--- src/rtl/geo_cmd_pkg.sv ---
package geo_cmd_pkg;

    typedef struct packed {
        logic [3:0]  op;
        logic [11:0] arg;
    } cmd_t;

    localparam logic [15:0] CMD_SET_BASE   = 16'h7F00;
    localparam logic [15:0] CMD_SET_LIMITS = 16'h5F00;
    localparam logic [7:0]  HI_SET_RASTER  = 8'h71;
    localparam logic [7:0]  HI_DRAW_LINE   = 8'h01;

    function automatic logic depth_code_ok(input logic [3:0] code);
        return (code == 4'd0) || (code == 4'd1) || (code == 4'd3) ||
               (code == 4'd7) || (code == 4'd15);
    endfunction

endpackage

--- src/rtl/geo_byte_pair.sv ---
module geo_byte_pair
    import geo_cmd_pkg::*;
(
    input  logic       clk,
    input  logic       rst,
    input  logic       host_wr,
    input  logic       host_hi,
    input  logic [7:0] host_data,
    output logic       push,
    output cmd_t       push_cmd
);
    logic [7:0] low_q;

    always_ff @(posedge clk) begin
        if (rst)
            low_q <= '0;
        else if (host_wr && !host_hi)
            low_q <= host_data;
    end

    assign push     = host_wr && host_hi;
    assign push_cmd = cmd_t'({host_data, low_q});

endmodule

--- src/rtl/geo_cmd_fifo.sv ---
module geo_cmd_fifo
    import geo_cmd_pkg::*;
#(
    parameter int DEPTH  = 64,
    parameter int MARGIN = 32
) (
    input  logic                       clk,
    input  logic                       rst,
    input  logic                       wr,
    input  cmd_t                       wr_cmd,
    input  logic                       rd,
    output cmd_t                       rd_cmd,
    output logic                       empty,
    output logic                       busy,
    output logic [$clog2(DEPTH+1)-1:0] level
);
    localparam int AW  = $clog2(DEPTH);
    localparam int LW  = $clog2(DEPTH+1);
    localparam int THR = DEPTH - MARGIN;

    cmd_t          mem [DEPTH];
    logic [AW-1:0] wp, rp;
    logic [LW-1:0] lvl_next;
    logic          do_wr, do_rd;

    assign empty  = (level == '0);
    assign do_wr  = wr && (level != LW'(DEPTH));
    assign do_rd  = rd && !empty;
    assign rd_cmd = mem[rp];

    always_comb lvl_next = level + LW'(do_wr) - LW'(do_rd);

    always_ff @(posedge clk) begin
        if (do_wr) mem[wp] <= wr_cmd;
    end

    always_ff @(posedge clk) begin
        if (rst) begin
            wp    <= '0;
            rp    <= '0;
            level <= '0;
            busy  <= 1'b0;
        end else begin
            if (do_wr) wp <= wp + AW'(1);
            if (do_rd) rp <= rp + AW'(1);
            level <= lvl_next;
            busy  <= (lvl_next >= LW'(THR));
        end
    end

endmodule

--- src/rtl/geo_cmd_decoder.sv ---
module geo_cmd_decoder
    import geo_cmd_pkg::*;
(
    input  logic        clk,
    input  logic        rst,
    input  logic        cmd_avail,
    input  cmd_t        cmd,
    output logic        cmd_pop,
    output logic        draw_valid,
    input  logic        draw_ready,
    output logic [11:0] draw_x0,
    output logic [11:0] draw_y0,
    output logic [11:0] draw_x1,
    output logic [11:0] draw_y1,
    output logic [7:0]  draw_color,
    output logic [23:0] base_addr,
    output logic [15:0] raster_width,
    output logic [3:0]  bit_depth,
    output logic [11:0] limit_x,
    output logic [11:0] limit_y,
    output logic        depth_err
);
    logic [11:0] xr [4];
    logic [11:0] yr [4];
    logic [15:0] word;
    logic [7:0]  hi_b, lo_b;

    assign word    = cmd;
    assign hi_b    = word[15:8];
    assign lo_b    = word[7:0];
    assign cmd_pop = cmd_avail && (!draw_valid || draw_ready);

    always_ff @(posedge clk) begin
        if (rst) begin
            for (int i = 0; i < 4; i++) begin
                xr[i] <= '0;
                yr[i] <= '0;
            end
            draw_valid   <= 1'b0;
            draw_x0      <= '0;
            draw_y0      <= '0;
            draw_x1      <= '0;
            draw_y1      <= '0;
            draw_color   <= '0;
            base_addr    <= '0;
            raster_width <= '0;
            bit_depth    <= '0;
            limit_x      <= '0;
            limit_y      <= '0;
            depth_err    <= 1'b0;
        end else begin
            if (draw_valid && draw_ready) draw_valid <= 1'b0;
            if (cmd_pop) begin
                for (int i = 0; i < 4; i++) begin
                    if (cmd.op == 4'(8 + i))  xr[i] <= cmd.arg;
                    if (cmd.op == 4'(12 + i)) yr[i] <= cmd.arg;
                end
                if (word == CMD_SET_BASE)
                    base_addr <= {yr[3], xr[3]};
                if (word == CMD_SET_LIMITS) begin
                    limit_x <= xr[0];
                    limit_y <= yr[0];
                end
                if (hi_b == HI_SET_RASTER) begin
                    raster_width <= {yr[3][3:0], xr[3]};
                    if (depth_code_ok(lo_b[3:0]))
                        bit_depth <= lo_b[3:0];
                    else
                        depth_err <= 1'b1;
                end
                if (hi_b == HI_DRAW_LINE) begin
                    draw_valid <= 1'b1;
                    draw_x0    <= xr[0];
                    draw_y0    <= yr[0];
                    draw_x1    <= xr[1];
                    draw_y1    <= yr[1];
                    draw_color <= lo_b;
                end
            end
        end
    end

endmodule

--- src/rtl/geo_cmd_frontend.sv ---
module geo_cmd_frontend
    import geo_cmd_pkg::*;
#(
    parameter int DEPTH  = 64,
    parameter int MARGIN = 32
) (
    input  logic        clk,
    input  logic        rst,
    input  logic        host_wr,
    input  logic        host_hi,
    input  logic [7:0]  host_data,
    output logic        busy,
    output logic        draw_valid,
    input  logic        draw_ready,
    output logic [11:0] draw_x0,
    output logic [11:0] draw_y0,
    output logic [11:0] draw_x1,
    output logic [11:0] draw_y1,
    output logic [7:0]  draw_color,
    output logic [23:0] base_addr,
    output logic [15:0] raster_width,
    output logic [3:0]  bit_depth,
    output logic [11:0] limit_x,
    output logic [11:0] limit_y,
    output logic        depth_err
);
    localparam int LW = $clog2(DEPTH+1);

    logic          push, fifo_empty, fifo_pop;
    cmd_t          push_cmd, head_cmd;
    logic [LW-1:0] fifo_level;

    geo_byte_pair i_pair (
        .clk(clk), .rst(rst), .host_wr(host_wr), .host_hi(host_hi),
        .host_data(host_data), .push(push), .push_cmd(push_cmd)
    );

    geo_cmd_fifo #(.DEPTH(DEPTH), .MARGIN(MARGIN)) i_fifo (
        .clk(clk), .rst(rst), .wr(push), .wr_cmd(push_cmd),
        .rd(fifo_pop), .rd_cmd(head_cmd), .empty(fifo_empty),
        .busy(busy), .level(fifo_level)
    );

    geo_cmd_decoder i_dec (
        .clk(clk), .rst(rst), .cmd_avail(!fifo_empty), .cmd(head_cmd),
        .cmd_pop(fifo_pop), .draw_valid(draw_valid), .draw_ready(draw_ready),
        .draw_x0(draw_x0), .draw_y0(draw_y0), .draw_x1(draw_x1),
        .draw_y1(draw_y1), .draw_color(draw_color), .base_addr(base_addr),
        .raster_width(raster_width), .bit_depth(bit_depth),
        .limit_x(limit_x), .limit_y(limit_y), .depth_err(depth_err)
    );

endmodule

--- config.mk ---
export PLATFORM = sky130hd
export DESIGN_NAME = geo_cmd_frontend
export DESIGN_NICKNAME = d
export VERILOG_FILES = /design/src/rtl/geo_cmd_pkg.sv /design/src/rtl/geo_byte_pair.sv /design/src/rtl/geo_cmd_fifo.sv /design/src/rtl/geo_cmd_decoder.sv /design/src/rtl/geo_cmd_frontend.sv
export SDC_FILE = /design/constraint.sdc
export NUM_CORES = 1
export LEC_CHECK = 0
export BUFFER_PORTS_ARGS = -buffer_cell sky130_fd_sc_hd__buf_2
export CAP_MARGIN = 15
export CORE_MARGIN = 2
export CORE_UTILIZATION = 42
export DETAILED_ROUTE_END_ITERATION = 10
export PLACE_DENSITY = 0.63
export SLEW_MARGIN = 10
export SYNTH_ARGS = -nofsm -noshare
export SYNTH_HDL_FRONTEND = slang
export SYNTH_HIERARCHICAL = 1
export SYNTH_SLANG_ARGS = --single-unit
--- constraint.sdc ---
create_clock -name clk -period 3.8 [get_ports clk]
set_clock_uncertainty 0.2 [all_clocks]
set_input_delay 0.38 -clock clk [delete_from_list [all_inputs] [get_ports clk]]
set_output_delay 0.38 -clock clk [all_outputs]
set_load 0.02 [all_outputs]
==> summary.md, run 1 <==
| Metric | Value |
|---|---|
| IO Count | `140` |
| CTS buffer count | `131` |
| Initial Util | `0.4245` |
| Share of layout cells above drive strength 1 | `0.3449` |
| Final slew viol count | `0` |
| Post-Route WL | `approximately 130 mm` |
| Critical path type | `flip-flop to flip-flop` |
| N_diodes | `0` |
| Final min period | `3.927 ns` |
| Leak pwr | `19.86 nW` |
| Total chip power | `37.21 mW` |
| Final Cycle Share | `1.034` |
| Initial antenna violation count | `3` |
| Ys Warns | `6` |
| Final Hold Vio Count | `0` |
| CTS tree | `yes` |
| PD cells | `626.7 nW/um^2` |
| Yosys cell types | `63` |
| Worst path slowest cell | `or4b_4` |
| GR Overflow Total | `0` |
| Worst-Skew Late Latency | `between 0.7 and 0.8 ns` |
| Avg Cell Area, Syn | `18.05 um^2` |
| TritonCTS Sinks | `1256` |
| Failing checks | `setup timing` |
| Dpl hpwl | `approximately 80 mm` |
| Die area | `between 100000 and 150000 um^2` |
| Max_slew headroom | `0.2262` |
| Post-synthesis cell area | `48610 um^2` |
| Clock buffer depth | `3` |
| Worst path cell trace | `buf_6 -> buf_12 -> buf_12 -> buf_12 -> nand3b_1 -> o221a_4 -> o21ai_2 -> a22oi_2 -> a22o_1 -> or4b_4 -> buf_4 -> buf_4 -> nor3_4 -> buf_12 -> clkbuf_16 -> nand3_1 -> a21oi_1` |
| Num rows | `around 120` |
| Most frequent cells in the layout | `1096 x edfxtp_1, 288 x buf_4, 242 x mux4_2, 174 x nor2_1, 149 x dfxtp_1` |
| Via count | `between 20000 and 30000` |
| Critical Path RT | `4.24 ns` |
| First-pass GRT wire length | `184.5 mm` |
| DRT iter0 DRCs | `2862` |
| CTS root buf | `clkbuf_16` |
| Number of global-route vias before repair | `27600` |
| Peak Freq | `254.6 MHz` |
| Actual slew at the worst max-slew pin | `roughly 1.2 ns` |
| DRC viols | `0` |
| Commonest non-fill, non-tap cell in the layout | `edfxtp_1` |
| Port bufs | `139` |
| Largest delay share family, worst path | `buffers and inverters` |
| Area Growth Syn to Fin | `22.15%` |
| Setup Viol. Count Final | `75` |
| Die W | `approximately 340 um` |
| Asr flop ratio synth | `0` |
| Share of the synthesized area in the top cell type | `0.6771` |
| Synth Flop Type | `edfxtp_1` |
| GRT Overall Usage | `0.2137` |
| Area leader, netlist | `edfxtp_1` |
| Synthesis-stage register bit count | `1256` |
| Finished Layout Cells | `4788` |
| Die Y | `344.2 um` |
| Post-synth EDFFs | `1096` |
| Final ANT Viol Nets | `0` |
| Setup crit end kind | `flip-flop` |
| Hold WC Path Type | `input port to flip-flop` |
| Nets | `3198` |
| Max Fanout on Critical Path | `14` |
| Final worst slack | `-0.1273 ns` |
| Wirelength per Cell | `26.64 um` |
| CTS HTree Levels | `4` |
| GP Congestion | `0.9051` |
| RSZ-0062 raised after global routing | `true` |
| Cell count after synthesis | `2693` |
| Arrival @ worst endpoint | `~4.4 ns` |
| Buffers & Inverters on Critical Path | `8` |
| Most common cell on crit path | `buf_12` |
| Core Area | `between 100000 and 150000 um^2` |
| DR vias/cell | `5.751` |
| Max-cap violations | `0` |
| VDD IR-drop max | `0.5062 mV` |
| First drt pass iteration count | `6` |
| Fin util | `0.5186` |
| Post-synthesis sequential area ratio | `0.7430` |
| Worst Setup Start Kind | `flip-flop` |
| Clock Pin Slew Worst Setup and Hold Paths | `0.06 ns` |
| Mapped Nets | `between 2000 and 3000` |
| Max incr delay on CP | `0.55 ns` |
| Largest net degree at the start of global routing | `95` |
| Top post-synthesis cells by area | `edfxtp_1 68%, mux4_2 11%, dfxtp_1 6.6%, mux2i_1 1.4%, nor2_1 1.4%` |
| Outcome | `finished with violations` |
| Hold Slack | `0.06724 ns` |
| Cells after DPL | `4485` |
-- cell usage after synthesis, types with 9 or more instances --
| cell type | number |
|---|---|
| mux2i_1 | 69 |
| buf_6 | 13 |
| dfxtp_1 | 160 |
| buf_4 | 36 |
| ha_1 | 11 |
| mux4_2 | 242 |
| o22ai_1 | 73 |
| nor4_1 | 17 |
| o21ai_0 | 97 |
| nor2b_1 | 38 |
| buf_2 | 26 |
| nand2_1 | 50 |
| nand2b_1 | 102 |
| o21bai_1 | 15 |
| mux2_2 | 20 |
| nand4bb_1 | 9 |
| a21oi_1 | 84 |
| nor2_1 | 177 |
| edfxtp_1 | 1096 |
| nand3_1 | 79 |
| inv_1 | 12 |
| clkbuf_1 | 92 |
| a211oi_1 | 10 |
| o21ai_1 | 52 |
-- registers in the layout (all words and copies together), names as in the netlist, 6 cells and up, named ones only --
register            flops
i_fifo/mem           1024
i_dec/xr               36
i_dec/yr               36
i_dec/base_addr        24
i_dec/raster_width     16
i_dec/draw_x0          12
i_dec/draw_x1          12
i_dec/draw_y0          12
i_dec/draw_y1          12
i_dec/limit_x          12
i_dec/limit_y          12
i_dec/draw_color        8
i_pair/low_q            8
i_fifo/level            7
i_fifo/rp               6
i_fifo/wp               6
-- per-stage QoR --
step | setup TNS (ns) | setup slack (ns) | instance area, um^2
2_1_floorplan | 0 | 0.1848 | 48610
4_1_cts | -3.175 | -0.1051 | 58670
5_1_grt | -11.72 | -0.1795 | 59380
3_3_place_gp | -37.87 | -0.3300 | 53020
6_report | -4.685 | -0.1273 | 59380
3_5_place_dp | -50.91 | -0.3904 | 53020
-- path summary, 6_finish.rpt --
| path | start | endpoint | slack (ns) | depth (start not counted) |
|---|---|---|---|---|
| worst max register to register | flip-flop | i_dec/draw_x0[4] | -0.13 | 17 |
| worst max-delay path | flip-flop | i_dec/draw_x0[4] | -0.13 | 17 |
| worst min register to register | i_dec/draw_color[4] | i_dec/draw_color[4] | 0.27 | 2 |
| worst min-delay path | host_data[7] | i_fifo/mem[16][15] | 0.07 | 1 |
-- cell type report --
cell class | count | area (um^2)
inverters | 12 | 45.04
fillers | 8967 | 55120
multi-input cells | 1253 | 12440
well taps | 1512 | 1892
repair buffers | 519 | 4558
clock inverters | 63 | 704.4
clock buffers | 173 | 3602
flip-flops and latches | 1256 | 36140
-- per-layer routing --
| layer | wire (um) | GRT usage |
|---|---|---|
| met5 | 0 | 0 |
| met4 | 3670 | 0.07029 |
| met3 | 9965 | 0.04222 |
| met2 | 63570 | 0.3552 |
| met1 | 50350 | 0.2835 |
-- timing repair --
item | 4_1_cts | 5_1_grt
setup buffers | 31 | 14
setup endpoints to repair | 253 | 255
hold endpoints to repair | 67 | 0
pin swaps | 11 | 21
gates resized for setup | 160 | 131
hold buffers | 6 | 0
cloned | 12 | 9
-- logic make-up after synthesis --
kind of cell               count (synthesis)  synth area share
AOI/OAI and AO/OA                        378           0.04589
xor gates and xnor gates                  13          0.002342
adders and majority gates                 12          0.003243
buffers and inverters                    186           0.01985
DFF                                     1256            0.7430
muxes                                    331            0.1310
and+or+nand+nor                          517           0.05475
-- report_power, final --
group	switching, mW	total [mW]	internal, mW
Sequential	0.253	15.5	15.3
Combinational	4.64	8.91	4.27
Clock	5.18	12.8	7.58
Note: power is estimated with default switching activity, not from simulation.
==> inputs of run 2 (changes only) <==
--- a/config.mk
+++ b/config.mk
@@ -7,6 +7,7 @@
 export LEC_CHECK = 0
 export BUFFER_PORTS_ARGS = -buffer_cell sky130_fd_sc_hd__buf_2
 export CAP_MARGIN = 15
+export CORE_ASPECT_RATIO = 0.5
 export CORE_MARGIN = 2
 export CORE_UTILIZATION = 42
 export DETAILED_ROUTE_END_ITERATION = 10
==> run 2 against run 1 <==
The flow still finishes with violations (setup timing). Fmax grew 1.9%. Sequential cell count is the same. Routed wire length is essentially flat. Non-clock buffer count grew 14. Final cell count grew 0.10%. First-iteration DRC count shrank 2.1%. Sequential power is essentially flat. Register-to-register slack gained 0.07 ns. Final area shrank 1.8%. Combinational power shrank 3.6%. Largest power group unchanged.
==> summary.md, run 2 (synthesis results as in run 1) <==
| Metric | Value |
|---|---|
| Outcome | `finished with violations` |
| Failing checks | `setup timing` |
| First-pass GRT wire length | `184.8 mm (+0.15%)` |
| Hold Slack | `0.1655 ns (+0.09825 ns)` |
| DRC viols | `0 (unchanged)` |
| Grt met2 use | `0.3339 (-0.02126)` |
| Largest Register | `i_fifo/mem` |
| Sequential Area | `36140 um^2 (unchanged)` |
| Area Growth Syn to Fin | `19.92%` |
| Top flop regs | `i_fifo/mem x1024, i_dec/xr x36, i_dec/yr x36` |
| Wirelength per Cell | `26.62 um (about the same)` |
| CTS root buf | `clkbuf_16` |
| Worst-Skew Late Latency | `0.74 ns (about the same)` |
| Arrival @ worst endpoint | `4.22 ns (-0.15 ns)` |
| DR vias/cell | `5.715 (-0.63%)` |
| Initial antenna violation count | `1 (-2)` |
| Hold_sp | `host_data[6]` |
| Port bufs | `139 (unchanged)` |
| Die W | `485.1 um (+41%)` |
| Nets | `3190 (-0.25%)` |
| Critical Path RT | `4.16 ns (-0.08 ns)` |
| Core Area | `115100 um^2 (+0.49%)` |
| Clock Pin Slew Worst Setup and Hold Paths | `0.07 ns (about the same)` |
| Peak Freq | `259.4 MHz (+1.9%)` |
| Worst Setup Start Kind | `flip-flop` |
| Via count | `27390 (-0.52%)` |
| Final instance area | `58290 um^2 (-1.8%)` |
| Critical path type | `flip-flop to flip-flop` |
| GRT Overall Usage | `0.2113 (-0.002389)` |
| Num rows | `88 (-29%)` |
| IO Count | `140 (unchanged)` |
| Sw Share | `0.2775 (+0.006818)` |
| Area of the multi-input gates | `12120 um^2 (-2.6%)` |
| Int Pwr | `25.43 mW (-6.3%)` |
| Dpl ws | `-0.2766 ns (+0.1138 ns)` |
| GRT met1 Usage | `0.3045 (+0.02097)` |
| Leak pwr | `19.45 nW (-2.1%)` |
| CTS HTree Levels | `3 (-1)` |
| Total chip power | `35.20 mW (-5.4%)` |
| Busiest grt layer | `met2` |
| DRT iter0 DRCs | `2801 (-2.1%)` |
| Setup slack, reg-to-reg | `-0.05 ns (+0.07 ns)` |
| CTS tree | `yes` |
| Post-route setup TNS | `-1.471 ns (+3.214 ns)` |
| Number of global-route vias before repair | `26870 (-2.6%)` |
| GP Congestion | `0.8717 (-3.7%)` |
| VDD IR-drop max | `0.5082 mV (+0.40%)` |
| Setup Viol. Count Final | `56 (-25%)` |
| Final Cycle Share | `1.014 (-0.01916)` |
| Die area | `118600 um^2 (+0.14%)` |
| Commonest non-fill, non-tap cell in the layout | `edfxtp_1` |
| Clock power share | `0.316 (-0.027)` |
| Hold depth | `1 (unchanged)` |
| Setup crit end kind | `flip-flop` |
| R2R Path End | `i_dec/draw_color[7]` |
| First drt pass iteration count | `6 (unchanged)` |
| Most frequent cells in the layout | `1096 x edfxtp_1, 314 x buf_4, 242 x mux4_2, 169 x nor2_1, 149 x dfxtp_1` |
| Largest net degree at the start of global routing | `138 (+45%)` |
| Hold Crit Endpoint | `i_fifo/mem[44][14]` |
| Max Fanout on Critical Path | `14 (unchanged)` |
| Final min period | `3.855 ns (-0.07280 ns)` |
| R2r worst-path depth | `14 (-3)` |
| Post-Route WL | `127.6 mm (about the same)` |
| PD cells | `603.9 nW/um^2 (-3.6%)` |
| Final worst slack | `-0.05453 ns (+0.07280 ns)` |
| Max-cap violations | `0 (unchanged)` |
| Final slew viol count | `0 (unchanged)` |
| Die Y | `244.6 um (-29%)` |
| TritonCTS Sinks | `1256 (unchanged)` |
| Reg power frac | `0.440 (+0.022)` |
| Initial Util | `0.4225 (-0.002068)` |
| Combinational share of power | `0.244 (+0.004)` |
| GR Overflow Total | `0 (unchanged)` |
| Max FFs per register | `1024 (unchanged)` |
| Placed inst area | `53460 um^2 (+0.82%)` |
| Actual slew at the worst max-slew pin | `1.146 ns (-0.01431 ns)` |
| Share of layout cells above drive strength 1 | `0.3357 (-0.009249)` |
| Final ANT Viol Nets | `0 (unchanged)` |
| RSZ-0062 raised after global routing | `true` |
| P_sw | `9.768 mW (-3.0%)` |
| CTS buffer count | `110 (-16%)` |
| GR Layer Usage met3 | `0.03593 (-0.006285)` |
| Fill cells | `9145 (+2.0%)` |
| Final Hold Vio Count | `0 (unchanged)` |
| Dpl hpwl | `80.51 mm (+0.30%)` |
| Clock buffer depth | `3 (unchanged)` |
| Max_slew headroom | `0.2357 (+0.009538)` |
| Hold WC Path Type | `input port to flip-flop` |
-- run 2: cell types whose count changed in the layout (fill, tap and decap cells not counted), sizes merged, moves of 5 or more --
cell      delta
buf         +12
clkbuf      -32
bufinv       -5
clkinvlp     +5
clkinv       +7
-- run 2: repair_timing --
| item | in CTS | in global routing |
|---|---|---|
| gates cloned | 7 | 8 |
| pin swaps | 4 | 19 |
| hold buffers | 7 | 0 |
| hold endpoints to repair | 39 | 0 |
| setup endpoints to repair | 256 | 270 |
| resized for setup | 52 | 132 |
| setup buffers | 11 | 13 |
-- run 2: layer usage --
| layer | up-vias | part of all wire | wire length, um |
|---|---|---|---|
| met5 | - | 0 | 0 |
| met4 | 0 | 0.026 | 3295 |
| met3 | 201 | 0.083 | 10650 |
| met2 | 1200 | 0.47 | 59960 |
| met1 | 14320 | 0.42 | 53680 |
| li1 | 11670 | - | - |
-- run 2: final cells by class --
cell class,count,share of cell area
clock inverters,69,0.01041
clock buffers,140,0.05055
inverters,12,0.0007727
well taps,1530,0.03284
diodes,1,0.00004293
multi-input cells,1252,0.2079
repair buffers,533,0.07753
flip-flops and latches,1256,0.6199
-- run 2: how the worst max path moves through the flow --
stage                          from                   to  slack, ns  depth (start not counted)
final                     flip-flop  i_dec/draw_color[7]      -0.05                         14
after global placement    flip-flop     i_dec/limit_y[2]      -0.21                         11
after detailed placement  flip-flop     i_dec/limit_y[3]      -0.28                         11
after floorplan           flip-flop       i_dec/xr[0][0]       0.18                         11
after CTS                 flip-flop       i_dec/xr[1][6]      -0.05                         13
after global routing      flip-flop  i_dec/base_addr[13]      -0.14                         18
-- run 2: power by group through the flow --
| stage | combinational (mW) | clock, mW | sequential [mW] |
|---|---|---|---|
| floorplan | 4.55 | 0 | 15.7 |
| global placement | 7.64 | 0 | 15.8 |
| detailed placement | 7.70 | 0 | 15.8 |
| CTS | 8.19 | 11.3 | 15.5 |
| global route | 9.07 | 11.8 | 15.5 |
| finish | 8.59 | 11.1 | 15.5 |
-- run 2: per-stage QoR --
step / util / cells
finish: 0.5066 / 4793
global route: 0.5066 / 4793
CTS: 0.5006 / 4772
detailed placement: 0.4646 / 4538
global placement: 0.4646 / 4538
floorplan: - / 2693
-- run 2: worst max-delay path, cell delays in order (launching register included) --
cell and delay [ns]:
dfxtp_4 0.37, buf_12 0.15, buf_12 0.15, mux4_2 0.34
nor2b_1 0.17, a2111oi_2 0.07, buf_4 0.14, nor4_2 0.24
buf_4 0.18, mux2_4 0.20, or4b_4 0.48, or3_4 0.52
buf_16 0.22, o21ai_1 0.12, a21oi_1 0.09
